## src/rtl/ts_latch_pkg.sv

```systemverilog
package ts_latch_pkg;

    localparam int NUM_DIR   = 2;
    localparam int DIR_RX    = 0;
    localparam int DIR_TX    = 1;
    localparam int ADDR_W    = 3;

    // register select within a direction (addr[1:0])
    localparam logic [1:0] SEL_CTRL = 2'd0;
    localparam logic [1:0] SEL_LO   = 2'd1;
    localparam logic [1:0] SEL_HI   = 2'd2;

    // control word bit positions
    localparam int CB_EN  = 0;
    localparam int CB_VAL = 1;
    localparam int CB_OVR = 2;

    typedef struct packed {
        logic ctrl_rd;
        logic lo_rd;
        logic hi_rd;
        logic en_wr;
        logic en_val;
    } dir_strobe_t;

    typedef struct packed {
        logic en;
        logic valid;
        logic overrun;
    } unit_flags_t;

    function automatic logic addr_dir(input logic [ADDR_W-1:0] a);
        return a[2];
    endfunction

    function automatic logic [1:0] addr_sel(input logic [ADDR_W-1:0] a);
        return a[1:0];
    endfunction

endpackage

```

## src/rtl/ts_reg_decode.sv

```systemverilog
module ts_reg_decode
    import ts_latch_pkg::*;
#(
    parameter int WORD_W = 32
) (
    input  logic                  rd,
    input  logic                  wr,
    input  logic [ADDR_W-1:0]     addr,
    input  logic [WORD_W-1:0]     wdata,
    output dir_strobe_t           strobe [NUM_DIR]
);
    logic [WORD_W-1:0] unused_wdata;
    assign unused_wdata = {wdata[WORD_W-1:1], 1'b0};

    for (genvar d = 0; d < NUM_DIR; d++) begin : g_dir
        logic hit;
        assign hit = (addr_dir(addr) == d[0]);
        always_comb begin
            strobe[d].ctrl_rd = hit && rd && (addr_sel(addr) == SEL_CTRL);
            strobe[d].lo_rd   = hit && rd && (addr_sel(addr) == SEL_LO);
            strobe[d].hi_rd   = hit && rd && (addr_sel(addr) == SEL_HI);
            strobe[d].en_wr   = hit && wr && (addr_sel(addr) == SEL_CTRL);
            strobe[d].en_val  = wdata[CB_EN];
        end
    end
endmodule

```

## src/rtl/ts_capture_unit.sv

```systemverilog
module ts_capture_unit
    import ts_latch_pkg::*;
#(
    parameter int TIME_W = 64
) (
    input  logic              clk,
    input  logic              rst,
    input  logic              evt,
    input  logic [TIME_W-1:0] time_now,
    input  dir_strobe_t       strobe,
    output unit_flags_t       flags,
    output logic [TIME_W-1:0] stamp
);
    logic held_after_read;
    logic capture;
    logic drop;

    // a releasing read frees the unit before the event in the same cycle
    assign held_after_read = flags.valid && !strobe.hi_rd;
    assign capture = evt && flags.en && !held_after_read;
    assign drop    = evt && flags.en && held_after_read;

    always_ff @(posedge clk) begin
        if (rst) begin
            flags <= '0;
            stamp <= '0;
        end else begin
            if (strobe.en_wr)
                flags.en <= strobe.en_val;
            flags.valid <= capture || held_after_read;
            if (capture)
                stamp <= time_now;
            if (drop)
                flags.overrun <= 1'b1;
            else if (strobe.ctrl_rd)
                flags.overrun <= 1'b0;
        end
    end


    capture_takes_time_chk: assert property (@(posedge clk) disable iff (rst)
        (evt && flags.en && !flags.valid) |=> (flags.valid && stamp == $past(time_now)));


    lock_holds_stamp_chk: assert property (@(posedge clk) disable iff (rst)
        (flags.valid && !strobe.hi_rd) |=> ($stable(stamp) && flags.valid));


    disabled_ignores_chk: assert property (@(posedge clk) disable iff (rst)
        (!flags.en && !flags.valid) |=> (!flags.valid && $stable(stamp)));


    release_clears_chk: assert property (@(posedge clk) disable iff (rst)
        (strobe.hi_rd && !evt) |=> !flags.valid);


    read_then_capture_chk: assert property (@(posedge clk) disable iff (rst)
        (strobe.hi_rd && evt && flags.en) |=> (flags.valid && stamp == $past(time_now)));


    overrun_on_drop_chk: assert property (@(posedge clk) disable iff (rst)
        (evt && flags.en && flags.valid && !strobe.hi_rd) |=> flags.overrun);
endmodule

```

## src/rtl/ts_capture_latch.sv

```systemverilog
module ts_capture_latch
    import ts_latch_pkg::*;
#(
    parameter int WORD_W = 32,
    localparam int TIME_W = 2 * WORD_W
) (
    input  logic              clk,
    input  logic              rst,
    input  logic [TIME_W-1:0] time_now,
    input  logic              rx_evt,
    input  logic              tx_evt,
    input  logic              reg_rd,
    input  logic              reg_wr,
    input  logic [ADDR_W-1:0] reg_addr,
    input  logic [WORD_W-1:0] reg_wdata,
    output logic [WORD_W-1:0] reg_rdata
);
    dir_strobe_t       strobe [NUM_DIR];
    unit_flags_t       flags  [NUM_DIR];
    logic [TIME_W-1:0] stamp  [NUM_DIR];
    logic [NUM_DIR-1:0] evt_vec;

    assign evt_vec[DIR_RX] = rx_evt;
    assign evt_vec[DIR_TX] = tx_evt;

    ts_reg_decode #(.WORD_W(WORD_W)) u_decode (
        .rd     (reg_rd),
        .wr     (reg_wr),
        .addr   (reg_addr),
        .wdata  (reg_wdata),
        .strobe (strobe)
    );

    for (genvar d = 0; d < NUM_DIR; d++) begin : g_unit
        ts_capture_unit #(.TIME_W(TIME_W)) u_unit (
            .clk      (clk),
            .rst      (rst),
            .evt      (evt_vec[d]),
            .time_now (time_now),
            .strobe   (strobe[d]),
            .flags    (flags[d]),
            .stamp    (stamp[d])
        );
    end

    always_comb begin
        unit_flags_t       f;
        logic [TIME_W-1:0] s;
        f = flags[addr_dir(reg_addr)];
        s = stamp[addr_dir(reg_addr)];
        reg_rdata = '0;
        case (addr_sel(reg_addr))
            SEL_CTRL: begin
                reg_rdata[CB_EN]  = f.en;
                reg_rdata[CB_VAL] = f.valid;
                reg_rdata[CB_OVR] = f.overrun;
            end
            SEL_LO:   reg_rdata = s[WORD_W-1:0];
            SEL_HI:   reg_rdata = s[TIME_W-1:WORD_W];
            default:  reg_rdata = '0;
        endcase
    end


    dir_isolation_chk: assert property (@(posedge clk) disable iff (rst)
        (!rx_evt && !(reg_rd && !reg_addr[2] && reg_addr[1:0] == SEL_HI))
        |=> $stable(stamp[DIR_RX]));
endmodule

```

## config.mk

```make
export PLATFORM = sky130hd
export DESIGN_NAME = ts_capture_latch
export DESIGN_NICKNAME = d
export VERILOG_FILES = /design/src/rtl/ts_latch_pkg.sv /design/src/rtl/ts_reg_decode.sv /design/src/rtl/ts_capture_unit.sv /design/src/rtl/ts_capture_latch.sv
export SDC_FILE = /design/constraint.sdc
export NUM_CORES = 1
export LEC_CHECK = 0
export ABC_AREA = 1
export BUFFER_PORTS_ARGS = -buffer_cell sky130_fd_sc_hd__buf_2
export CAP_MARGIN = 0
export CELL_PAD_IN_SITES_DETAIL_PLACEMENT = 1
export CELL_PAD_IN_SITES_GLOBAL_PLACEMENT = 2
export CORE_UTILIZATION = 25
export DETAILED_ROUTE_END_ITERATION = 16
export GPL_TIMING_DRIVEN = 0
export MAX_ROUTING_LAYER = met4
export PLACE_DENSITY_LB_ADDON = 0.12
export SETUP_SLACK_MARGIN = 0.3
export SLEW_MARGIN = 40
export SYNTH_ARGS = -nofsm -noshare
export SYNTH_HDL_FRONTEND = slang
export SYNTH_HIERARCHICAL = 1
export SYNTH_SLANG_ARGS = --single-unit
```

## constraint.sdc

```tcl
create_clock -name clk -period 3.01 [get_ports clk]
set_clock_uncertainty 0.2 [all_clocks]
set_input_delay 0.903 -clock clk [delete_from_list [all_inputs] [get_ports clk]]
set_output_delay 0.903 -clock clk [all_outputs]
set_load 0.005 [all_outputs]
```

==> metrics.csv <==
metric;value;unit
status;finished, violations left;
failed_checks;negative setup slack;
drc;0;
fillers;3837;
ioPinCount;137;
area_growth;41.31;%
die_area;32630;um2
rsz0062_at_grt;yes;
antenna_found_initial;0;
rows;65;
top_layer;met4;
final_cell_mix;204 x inv_1, 191 x nand2_1;
start_kind;input port;
finalCriticalPeriod;3.098;ns
cts_tree;yes;
cts.sinks;134;
slew-limit-headroom;65.70;%
final_common_cell;inv_1;
worst_pin_slew;0.5145;ns
worstSetupEndpointType;output pin;
drive_gt1_share;28.84;%
path_max_fanout;5;
ant_nets;0;
firstDrtPassIters;4;
combinationalPowerShare;16.5;%
wirelength;32190;um
synthesis.nets;1311;
grt_pass1_vias;8033;
final-setup-viol-count;32;
min_path_type;reg2reg;
via_count;7815;
p_leak;5.106;nW
maxCapViolations;0;
post-place-ws;-0.4780;ns
start_util;25.35;%
fp.dieH;180.7;um
avgSynthCellArea;6.644;um2
grt-ovfl-total;0;
grt_pass1_wl;49030;um
htree_num_levels;4;
total_power;5.123;mW
vias_per_cell;4.420;
place_congestion;0.7755;
p_per_area;454.4;nW/um2
fin_ws;-0.08833;ns
grt_use_total;20.63;%
wl_per_cell;18.21;um
dp_hpwl;23160;um
die_x;180.7;um
wl_met2;15480;um
grt_max_degree;17;
slew_violations;0;
drt_first_iter_violations;329;
clkPwrFrac;47.5;%
yosysWarningCount;6;
syn_inst;1201;
p_int;3.751;mW
clockBufferDepth;2;
clk_root_buffer_cell;clkbuf_16;
wl_met3;868;um
clk_latency;0.43;ns
required;1.91;ns
antennaDiodeCount;0;
worstPathArrival;2.00;ns
switching_share;26.77;%
period_share;102.9;%
fmax;0.3228;GHz
power_frac_seq;36.0;%
finalSetupTns;-1.454;ns
synth.cell_area;7979;um2
cts_buffers;17;
path_class;in2out;
finalHoldViolCount;0;
clkTransAtPathRegs;0.07;ns
vdd_drop_max;0.3989;mV
coreArea;31470;um2
port_buffers;104;
p_sw;1.372;mW
drt-met1-wl;15560;um
fin_nets;1463;
## power by group through the flow
stage	Combinational (mW)	Sequential, mW	Clock (mW)
global route	0.926	1.85	2.55
CTS	0.801	1.84	2.48
floorplan	0.385	1.87	0
global placement	0.613	1.88	0
finish	0.845	1.84	2.43
detailed placement	0.615	1.88	0
## final cells by class
| class | count | area, um2 | share of cell area, % |
|---|---|---|---|
| Inverter | 213 | 819.5 | 7.269 |
| Multi-Input combinational cell | 758 | 4380 | 38.85 |
| Buffer | 96 | 1084 | 9.610 |
| Sequential cell | 134 | 2683 | 23.79 |
| Clock buffer | 20 | 436.7 | 3.873 |
| Tap cell | 402 | 503.0 | 4.461 |
| Timing Repair Buffer | 133 | 1142 | 10.13 |
| Clock inverter | 12 | 226.5 | 2.009 |
## final timing paths
path	start	end	slack, ns	cells past startpoint
setup / recovery	reg_addr[0]	reg_rdata[14]	-0.09	9
hold / removal	g_unit[0].u_unit/flags[0]$_SDFFE_PP0P_	g_unit[0].u_unit/flags[0]$_SDFFE_PP0P_	0.27	2
setup reg to reg	g_unit[1].u_unit/flags[2]$_SDFFE_PP0P_	g_unit[1].u_unit/stamp[2]$_SDFFE_PP0P_	1.52	7
hold reg to reg	g_unit[0].u_unit/flags[0]$_SDFFE_PP0P_	g_unit[0].u_unit/flags[0]$_SDFFE_PP0P_	0.27	2
## timing repair
action,in CTS,in global routing
cloned,10,5
hold buffers,0,0
resized for setup,160,62
setup endpoints to repair,32,32
pin swaps,57,49
buffers inserted,14,0
## sequential cells by signal, indices dropped and copies added, names as in the netlist
name / flops
g_unit.u_unit/stamp: 128
g_unit.u_unit/flags: 6
## per-stage QoR
step | instances | area (um2) | utilization [%] | hold slack, ns
final | 1768 | 11270 | 35.82 | 0.2677
after global routing | 1768 | 11270 | 35.82 | 0.2939
after CTS | 1763 | 10890 | 34.61 | 0.2715
after floorplan | 1201 | 8044 | - | 0.2372
after global placement | 1707 | 9067 | 28.81 | 0.2551
after detailed placement | 1707 | 9067 | 28.81 | 0.2600
## worst max-delay path, cell delays in order
cell	delay, ns
buf_12	0.11
inv_8	0.06
ha_4	0.18
buf_12	0.13
buf_12	0.10
buf_16	0.12
o211ai_4	0.10
a21oi_2	0.15
buf_2	0.13
## routing by layer
layer	GRT usage [%]	up-vias
met5	-	-
met4	4.308	0
met3	2.506	18
met2	33.93	103
met1	27.00	3667
li1	-	4027
Note: power is estimated with default switching activity, not from simulation.
